File: config.mk
export PLATFORM = sky130hd
export DESIGN_NAME = conv_sequencer
export DESIGN_NICKNAME = d
export VERILOG_FILES = /design/src/rtl/conv_seq_pkg.sv /design/src/rtl/conv_seq_ctrl.sv /design/src/rtl/conv_seq_pick.sv /design/src/rtl/conv_seq_slot.sv /design/src/rtl/conv_seq_route.sv /design/src/rtl/conv_sequencer.sv
export SDC_FILE = /design/constraint.sdc
export NUM_CORES = 1
export LEC_CHECK = 0
export BUFFER_PORTS_ARGS = -buffer_cell sky130_fd_sc_hd__buf_2
export CELL_PAD_IN_SITES_DETAIL_PLACEMENT = 1
export CELL_PAD_IN_SITES_GLOBAL_PLACEMENT = 1
export CORE_UTILIZATION = 37
export DETAILED_ROUTE_END_ITERATION = 6
export PLACE_DENSITY_LB_ADDON = 0.1
export SKIP_LAST_GASP = 1
export SLEW_MARGIN = 20
export SYNTH_ARGS = -nofsm -noshare
export SYNTH_HDL_FRONTEND = slang
export SYNTH_SLANG_ARGS = --single-unit
File: constraint.sdc
create_clock -name clk -period 1.75 [get_ports clk]
set_input_delay 0.175 -clock clk [delete_from_list [all_inputs] [get_ports clk]]
set_output_delay 0.175 -clock clk [all_outputs]
set_load 0.01 [all_outputs]
File: src/rtl/conv_seq_pkg.sv
package conv_seq_pkg;

   typedef enum logic [1:0] {
      CH_OFF  = 2'd0,
      CH_CUR  = 2'd1,
      CH_VOLT = 2'd2,
      CH_AUX  = 2'd3
   } chan_e;

   localparam logic [2:0] MUX_DIFF   = 3'd0;
   localparam logic [2:0] MUX_ZERO   = 3'd1;
   localparam logic [2:0] MUX_SUPPLY = 3'd2;
   localparam logic [2:0] MUX_SENSEP = 3'd3;
   localparam logic [2:0] MUX_AUXPIN = 3'd4;

   localparam logic [1:0] RATE_EVERY2  = 2'b00;
   localparam logic [1:0] RATE_SLOW    = 2'b01;
   localparam logic [1:0] RATE_MID     = 2'b10;
   localparam logic [1:0] RATE_RESTART = 2'b11;

   localparam logic [2:0] MIX_ROUND   = 3'b000;
   localparam logic [2:0] MIX_VI      = 3'b001;
   localparam logic [2:0] MIX_CURRENT = 3'b110;

   localparam logic [1:0] SRC_SUPPLY = 2'b00;
   localparam logic [1:0] SRC_SENSEP = 2'b01;
   localparam logic [1:0] SRC_AUXPIN = 2'b10;

   typedef struct packed {
      logic [2:0] mix;
      logic [1:0] src;
      logic [1:0] rate;
   } ctrl_t;

   localparam int    CTRL_W     = $bits(ctrl_t);
   localparam ctrl_t CTRL_RESET = '{mix: MIX_ROUND, src: SRC_SENSEP, rate: RATE_EVERY2};

endpackage

File: src/rtl/conv_seq_ctrl.sv
module conv_seq_ctrl
   import conv_seq_pkg::*;
(
   input  logic              clk,
   input  logic              rst_n,
   input  logic              wr_en,
   input  logic [CTRL_W-1:0] wr_data,
   output ctrl_t             ctrl
);

   always_ff @(posedge clk or negedge rst_n) begin
      if (!rst_n)     ctrl <= CTRL_RESET;
      else if (wr_en) ctrl <= ctrl_t'(wr_data);
   end

endmodule

File: src/rtl/conv_seq_pick.sv
module conv_seq_pick
   import conv_seq_pkg::*;
#(
   parameter int CAL_MID  = 8,
   parameter int CAL_SLOW = 16,
   parameter int CNT_W    = 4
)
(
   input  logic [1:0]       rate,
   input  logic [2:0]       mix,
   input  logic             restart,
   input  logic [CNT_W-1:0] cnt,
   input  logic             force_v,
   input  chan_e            last_chan,
   output chan_e            nxt_chan,
   output logic [CNT_W-1:0] nxt_cnt,
   output logic             nxt_force,
   output chan_e            nxt_last
);

   localparam logic [CNT_W-1:0] LIM_MID  = CNT_W'(CAL_MID - 1);
   localparam logic [CNT_W-1:0] LIM_SLOW = CNT_W'(CAL_SLOW - 1);
   localparam logic [CNT_W-1:0] CNT_TOP  = {CNT_W{1'b1}};

   logic [CNT_W-1:0] lim;
   logic             periodic;
   logic [CNT_W-1:0] cnt_inc;
   chan_e            rr_chan;

   always_comb begin
      periodic = 1'b1;
      unique case (rate)
         RATE_EVERY2: lim = CNT_W'(1);
         RATE_SLOW:   lim = LIM_SLOW;
         RATE_MID:    lim = LIM_MID;
         default: begin
            lim      = CNT_TOP;
            periodic = 1'b0;
         end
      endcase
   end

   assign cnt_inc = (cnt == CNT_TOP) ? cnt : cnt + 1'b1;

   always_comb begin
      if (mix == MIX_CURRENT) begin
         rr_chan = CH_CUR;
      end else if (mix == MIX_VI) begin
         rr_chan = (last_chan == CH_VOLT) ? CH_CUR : CH_VOLT;
      end else begin
         unique case (last_chan)
            CH_VOLT: rr_chan = CH_CUR;
            CH_CUR:  rr_chan = CH_AUX;
            default: rr_chan = CH_VOLT;
         endcase
      end
   end

   always_comb begin
      nxt_chan  = rr_chan;
      nxt_cnt   = cnt_inc;
      nxt_force = 1'b0;
      nxt_last  = rr_chan;
      if (restart) begin
         nxt_chan  = CH_OFF;
         nxt_cnt   = '0;
         nxt_force = 1'b1;
         nxt_last  = CH_VOLT;
      end else if (force_v) begin
         nxt_chan  = CH_VOLT;
         nxt_last  = CH_VOLT;
      end else if (periodic && (cnt >= lim)) begin
         nxt_chan  = CH_OFF;
         nxt_cnt   = '0;
         nxt_last  = last_chan;
      end
   end

endmodule

File: src/rtl/conv_seq_slot.sv
module conv_seq_slot
   import conv_seq_pkg::*;
#(
   parameter int CNT_W = 4
)
(
   input  logic             clk,
   input  logic             rst_n,
   input  logic             ctrl_we,
   input  logic             conv_done,
   input  logic [1:0]       rate,
   input  logic [2:0]       mix,
   input  chan_e            nxt_chan,
   input  logic [CNT_W-1:0] nxt_cnt,
   input  logic             nxt_force,
   input  chan_e            nxt_last,
   output chan_e            slot_chan,
   output logic [CNT_W-1:0] cnt,
   output logic             force_v,
   output chan_e            last_chan,
   output logic             conv_start,
   output logic             restart,
   output logic             accept,
   output logic             drop
);

   typedef enum logic [1:0] {S_IDLE, S_START, S_WAIT} st_e;

   st_e  st;
   logic restart_pend;
   logic discard;
   logic done_taken;

   assign conv_start = (st == S_START);
   assign restart    = restart_pend | ctrl_we;
   assign done_taken = (st == S_WAIT) & conv_done;
   assign accept     = done_taken & ~discard & ~ctrl_we;
   assign drop       = done_taken & (discard | ctrl_we);

   always_ff @(posedge clk or negedge rst_n) begin
      if (!rst_n) begin
         st           <= S_IDLE;
         slot_chan    <= CH_OFF;
         cnt          <= '0;
         force_v      <= 1'b1;
         last_chan    <= CH_VOLT;
         restart_pend <= 1'b0;
         discard      <= 1'b0;
      end else begin
         unique case (st)
            S_IDLE: begin
               st           <= S_START;
               restart_pend <= 1'b0;
               discard      <= 1'b0;
            end
            S_START: begin
               st <= S_WAIT;
               if (ctrl_we) begin
                  restart_pend <= 1'b1;
                  discard      <= 1'b1;
               end
            end
            default: begin
               if (conv_done) begin
                  st           <= S_START;
                  slot_chan    <= nxt_chan;
                  cnt          <= nxt_cnt;
                  force_v      <= nxt_force;
                  last_chan    <= nxt_last;
                  restart_pend <= 1'b0;
                  discard      <= 1'b0;
               end else if (ctrl_we) begin
                  restart_pend <= 1'b1;
                  discard      <= 1'b1;
               end
            end
         endcase
      end
   end

   p_first_cal_r1: assert property (@(posedge clk) disable iff (!rst_n)
      (st == S_IDLE) |=> (conv_start && slot_chan == CH_OFF));

   p_restart_cal_r2: assert property (@(posedge clk) disable iff (!rst_n)
      (done_taken && restart) |=> (conv_start && slot_chan == CH_OFF));

   p_forced_volt_r2: assert property (@(posedge clk) disable iff (!rst_n)
      (done_taken && !restart && force_v) |=> (slot_chan == CH_VOLT));

   p_cont_current_r7: assert property (@(posedge clk) disable iff (!rst_n)
      (done_taken && !restart && !force_v && mix == MIX_CURRENT && rate == RATE_RESTART)
      |=> (slot_chan == CH_CUR));

   p_start_pulse_r11: assert property (@(posedge clk) disable iff (!rst_n)
      conv_start |=> !conv_start);

   p_next_start_r11: assert property (@(posedge clk) disable iff (!rst_n)
      done_taken |=> conv_start);

endmodule

File: src/rtl/conv_seq_route.sv
module conv_seq_route
   import conv_seq_pkg::*;
#(
   parameter int DATA_W = 12
)
(
   input  logic                        clk,
   input  logic                        rst_n,
   input  logic                        accept,
   input  logic                        drop,
   input  chan_e                       chan,
   input  logic [DATA_W-1:0]           data,
   output logic [3:0][DATA_W-1:0]      hold_q,
   output logic                        res_valid,
   output chan_e                       res_chan
);

   for (genvar i = 0; i < 4; i++) begin : g_hold
      always_ff @(posedge clk or negedge rst_n) begin
         if (!rst_n)                              hold_q[i] <= '0;
         else if (accept && chan == chan_e'(i))   hold_q[i] <= data;
      end
   end

   always_ff @(posedge clk or negedge rst_n) begin
      if (!rst_n) begin
         res_valid <= 1'b0;
         res_chan  <= CH_OFF;
      end else begin
         res_valid <= accept;
         if (accept) res_chan <= chan;
      end
   end

   p_valid_single_r9: assert property (@(posedge clk) disable iff (!rst_n)
      res_valid |=> !res_valid);

   p_valid_tag_r9: assert property (@(posedge clk) disable iff (!rst_n)
      accept |=> (res_valid && res_chan == $past(chan)));

   p_drop_silent_r10: assert property (@(posedge clk) disable iff (!rst_n)
      drop |=> (!res_valid && $stable(hold_q)));

endmodule

File: src/rtl/conv_sequencer.sv
module conv_sequencer
   import conv_seq_pkg::*;
#(
   parameter int DATA_W   = 12,
   parameter int CAL_MID  = 8,
   parameter int CAL_SLOW = 16
)
(
   input  logic              clk,
   input  logic              rst_n,
   input  logic              ctrl_we,
   input  logic [CTRL_W-1:0] ctrl_wdata,
   output logic              conv_start,
   output logic [2:0]        conv_mux,
   output logic [1:0]        conv_chan,
   input  logic              conv_done,
   input  logic [DATA_W-1:0] conv_data,
   output logic              res_valid,
   output logic [1:0]        res_chan,
   output logic [DATA_W-1:0] offset_q,
   output logic [DATA_W-1:0] current_q,
   output logic [DATA_W-1:0] volt_q,
   output logic [DATA_W-1:0] aux_q
);

   localparam int CNT_W = $clog2(CAL_SLOW);

   if (DATA_W < 2)          begin : g_bad_width $error("DATA_W must be at least 2"); end
   if (CAL_MID < 3)         begin : g_bad_mid   $error("CAL_MID must be at least 3"); end
   if (CAL_SLOW <= CAL_MID) begin : g_bad_slow  $error("CAL_SLOW must exceed CAL_MID"); end

   ctrl_t                   ctrl;
   chan_e                   slot_chan, last_chan, nxt_chan, nxt_last, tag;
   logic [CNT_W-1:0]        cnt, nxt_cnt;
   logic                    force_v, nxt_force, restart, accept, drop;
   logic [3:0][DATA_W-1:0]  hold_q;

   conv_seq_ctrl u_ctrl (
      .clk     (clk),
      .rst_n   (rst_n),
      .wr_en   (ctrl_we),
      .wr_data (ctrl_wdata),
      .ctrl    (ctrl)
   );

   conv_seq_pick #(.CAL_MID(CAL_MID), .CAL_SLOW(CAL_SLOW), .CNT_W(CNT_W)) u_pick (
      .rate      (ctrl.rate),
      .mix       (ctrl.mix),
      .restart   (restart),
      .cnt       (cnt),
      .force_v   (force_v),
      .last_chan (last_chan),
      .nxt_chan  (nxt_chan),
      .nxt_cnt   (nxt_cnt),
      .nxt_force (nxt_force),
      .nxt_last  (nxt_last)
   );

   conv_seq_slot #(.CNT_W(CNT_W)) u_slot (
      .clk        (clk),
      .rst_n      (rst_n),
      .ctrl_we    (ctrl_we),
      .conv_done  (conv_done),
      .rate       (ctrl.rate),
      .mix        (ctrl.mix),
      .nxt_chan   (nxt_chan),
      .nxt_cnt    (nxt_cnt),
      .nxt_force  (nxt_force),
      .nxt_last   (nxt_last),
      .slot_chan  (slot_chan),
      .cnt        (cnt),
      .force_v    (force_v),
      .last_chan  (last_chan),
      .conv_start (conv_start),
      .restart    (restart),
      .accept     (accept),
      .drop       (drop)
   );

   conv_seq_route #(.DATA_W(DATA_W)) u_route (
      .clk       (clk),
      .rst_n     (rst_n),
      .accept    (accept),
      .drop      (drop),
      .chan      (slot_chan),
      .data      (conv_data),
      .hold_q    (hold_q),
      .res_valid (res_valid),
      .res_chan  (tag)
   );

   always_comb begin
      unique case (slot_chan)
         CH_OFF: conv_mux = MUX_ZERO;
         CH_CUR: conv_mux = MUX_DIFF;
         CH_AUX: conv_mux = MUX_AUXPIN;
         default: begin
            unique case (ctrl.src)
               SRC_SUPPLY: conv_mux = MUX_SUPPLY;
               SRC_AUXPIN: conv_mux = MUX_AUXPIN;
               default:    conv_mux = MUX_SENSEP;
            endcase
         end
      endcase
   end

   assign conv_chan = slot_chan;
   assign res_chan  = tag;
   assign offset_q  = hold_q[CH_OFF];
   assign current_q = hold_q[CH_CUR];
   assign volt_q    = hold_q[CH_VOLT];
   assign aux_q     = hold_q[CH_AUX];

   p_volt_mux_r8: assert property (@(posedge clk) disable iff (!rst_n)
      (conv_start && slot_chan == CH_VOLT) |->
      (conv_mux == MUX_SUPPLY || conv_mux == MUX_SENSEP || conv_mux == MUX_AUXPIN));

endmodule

==> run metrics <==
Fmax=592 MHz; worst slack at placement=-108 ps; Layout area overhead=31.4%; Min-Delay Path Class=in2reg; Die X=90.6 um; TritonCTS Sinks=71; RR Endpoint=u_slot.cnt[2]$_DFFE_PN0P_; IO buf count=79; P per Cell Area=1490 nW/um^2; leakage power=0.00200 uW; maximum vdd ir drop=0.000641 V; nets=337; routed via count=2025; Hold Path End=u_ctrl.ctrl[5]$_DFFE_PN0P_; Seq pwr share=0.451; Yosys cell types=33; CP Data Arrival Time=1940 ps; starting DRC count in detailed routing=49; status=finished clean; post-layout util=0.515; Slew Viols, Final=0; internal power=3880 uW; Clock Tree Buf Depth=2; sw frac=0.318; Least-Margin Pin Slew=383 ps; clock power share=0.228; Worst-path clk slew=70 ps; Clock Tree Root=clkbuf_8; initial core utilization=0.392; post-synthesis instance area=2900 um^2; CP Max Fanout=5; Detail Route Antenna Nets=0; Final min period=1690 ps; max-cap violations=0; startpoint types=flip-flop; # DRC=0; synth warn=0; share of the cycle needed by the critical path after routing=0.966; routed len/inst=15.5 um; WP data required=2000 ps; combinational group share of total power=0.321; DIE AREA=8200 um^2; vias in the first global route=2057; largest net degree at the start of global routing=34; Core Footprint=7410 um^2; CTS tree=done; hold_sp=ctrl_wdata[5]; Antenna Cells=0; unrepaired setup endpoints after global routing=true; WL final=6.41 mm; dpl cells=397; layout cells sized above 1=0.565; EDFF count, synth=0; Post-Synthesis Mean Instance Area=13.8 um^2; Final Hold Fails=0; Die Height=90.6 um; initial antenna violation count=0; #FFs+latches synth=71; Crit Path Category=reg2reg; CTS Buf Count=9; number of top-level pins=80; First-pass DRT Iterations=4; Fin Hold WS=52.7 ps; Cell Count, Final, Fillers Out=414; GP Congestion=0.754; r2r setup slk=60 ps; H-tree depth=3; total congestion overflow=0; Syn Inst Count=210; Worst R2R Path Depth=5; post-synthesis sequential area ratio=0.614; post-route setup slack=60.0 ps; first-pass GRT wire length=10.7 mm; Tot GR Track Use=0.167; row count=31; P_sw=1810 uW; crit end category=flip-flop; Hold Path Depth=3; skew final=6.87 ps; dominant synthesized flop cell=dfrtp_1; DP HPWL=4.61 mm; worst r2r src=u_slot.cnt[1]$_DFFE_PN0P_; via/cell ratio=4.89; normalized max-slew margin=0.742; final setup fails=0; Post-Syn Nets=236; FFs w/ async S/R, synth=1.00; setup TNS=0 ps; clock latency on the worst-skew pair=330 ps
-- power by group through the flow --
stage	clock network, uW	logic (uW)	registers (uW)
finish	1300	1830	2560
global route	1390	2000	2650
CTS	1340	1800	2560
detailed placement	0	1780	2580
global placement	0	1750	2570
floorplan	0	804	2730
-- cell families after synthesis --
group	after synthesis	share of synthesized area
flip-flops	71	0.614
AO/OA/AOI/OAI	26	0.0578
AND/OR/NAND/NOR	41	0.0824
multiplexers	54	0.210
adder cells (fa/ha/maj)	3	0.0129
buffers and inverters	15	0.0237
-- final cells by class --
| type | instances | area (um^2) |
|---|---|---|
| Clock inverter | 3 | 42.5 |
| Sequential cell | 71 | 1780 |
| Inverter | 7 | 26.3 |
| Clock buffer | 12 | 155 |
| Timing Repair Buffer | 98 | 582 |
| Tap cell | 99 | 124 |
| Fill cell | 822 | 3590 |
| Multi-Input combinational cell | 124 | 1100 |
-- worst max path at each step --
| stage | from | endpoint | slack [ps] |
|---|---|---|---|
| final | u_slot.cnt[1]$_DFFE_PN0P_ | u_slot.cnt[2]$_DFFE_PN0P_ | 60 |
| after floorplan | u_slot.st[1]$_DFFE_PN0P_ | u_route.hold_q[10]$_DFFE_PN0P_ | 40 |
| after global routing | u_slot.st[0]$_DFFE_PN0P_ | u_route.hold_q[4]$_DFFE_PN0P_ | -20 |
| after CTS | u_slot.cnt[1]$_DFFE_PN0P_ | u_slot.cnt[0]$_DFFE_PN0P_ | 9 |
| after global placement | u_ctrl.ctrl[0]$_DFFE_PN0P_ | u_slot.cnt[0]$_DFFE_PN0P_ | -20 |
| after detailed placement | u_ctrl.ctrl[0]$_DFFE_PN0P_ | u_slot.cnt[0]$_DFFE_PN0P_ | -110 |
-- registers in the layout (all words and copies together) (netlist names) --
| name | cells |
|---|---|
| u_route.hold_q | 48 |
| u_ctrl.ctrl | 7 |
| u_slot.cnt | 4 |
| u_route.res_chan | 2 |
| u_slot.last_chan | 2 |
| u_slot.slot_chan | 2 |
| u_slot.st | 2 |
| u_route.res_valid | 1 |
| u_slot.discard | 1 |
| u_slot.force_v | 1 |
| u_slot.restart_pend | 1 |
-- synthesized netlist by cell type, types with 2 or more instances --
| library cell | instances | area (um^2) |
|---|---|---|
| nand3_1 | 3 | 15.0 |
| dfrtp_1 | 68 | 1700 |
| nand2_1 | 9 | 33.8 |
| a21o_1 | 3 | 22.5 |
| nor4b_1 | 2 | 17.5 |
| mux2_2 | 54 | 608 |
| or2_2 | 2 | 12.5 |
| nor2_1 | 10 | 37.5 |
| nand3b_1 | 2 | 15.0 |
| dfstp_2 | 3 | 78.8 |
| ha_1 | 3 | 37.5 |
| nor3_1 | 4 | 20.0 |
| inv_1 | 7 | 26.3 |
| nor3b_1 | 3 | 22.5 |
| o21ai_0 | 9 | 45.0 |
| a31oi_1 | 3 | 18.8 |
| a21oi_1 | 3 | 15.0 |
| nor2b_1 | 2 | 12.5 |
| clkbuf_1 | 4 | 15.0 |
| buf_4 | 3 | 22.5 |
-- what timing repair did --
action,4_1_cts,5_1_grt
hold buffers,1,0
setup buffers,0,1
gates resized for setup,4,7
pin swaps,0,2
setup endpoints to repair,3,13
endpoints found under the hold margin,9,0
-- stage by stage --
step                area [um^2]  total power [uW]
floorplan                  2900              3530
global placement           3540              4320
detailed placement         3540              4360
CTS                        3770              5700
global route               3810              6040
finish                     3810              5690
-- metal layers --
metal,vias up,share of wire,global-route usage
li1,947,-,-
met1,1010,0.49,0.239
met2,60,0.45,0.247
met3,8,0.053,0.0354
met4,0,0.014,0.0645
met5,-,0,0
-- cell usage in the layout, fill, tap and decap left out, drive strengths merged --
cell type,n
nor3b,4
a31oi,3
nor2,10
o21ai,9
dlygate4sd3,1
dfstp,3
buf,97
clkinvlp,1
clkinv,1
clkbuf,12
nor3,4
or2,2
a21oi,3
o2bb2ai,1
ha,3
bufinv,1
mux2,54
o21a,1
a22o,1
nor4b,2
o31ai,1
o22a,1
and3,1
dfrtp,68
o311ai,1
nand3,3
nand2,9
a211oi,1
a221oi,1
nand3b,2
inv,7
or3,1
nor2b,2
nor4,1
a21o,3
-- critical path, stage by stage (launching register included) --
cell and delay [ps]:
dfrtp_1 400, or2_4 260, a221oi_4 310, nor3_4 110
or3_1 360, a31oi_1 160
Power figures use the tool's default switching activity.
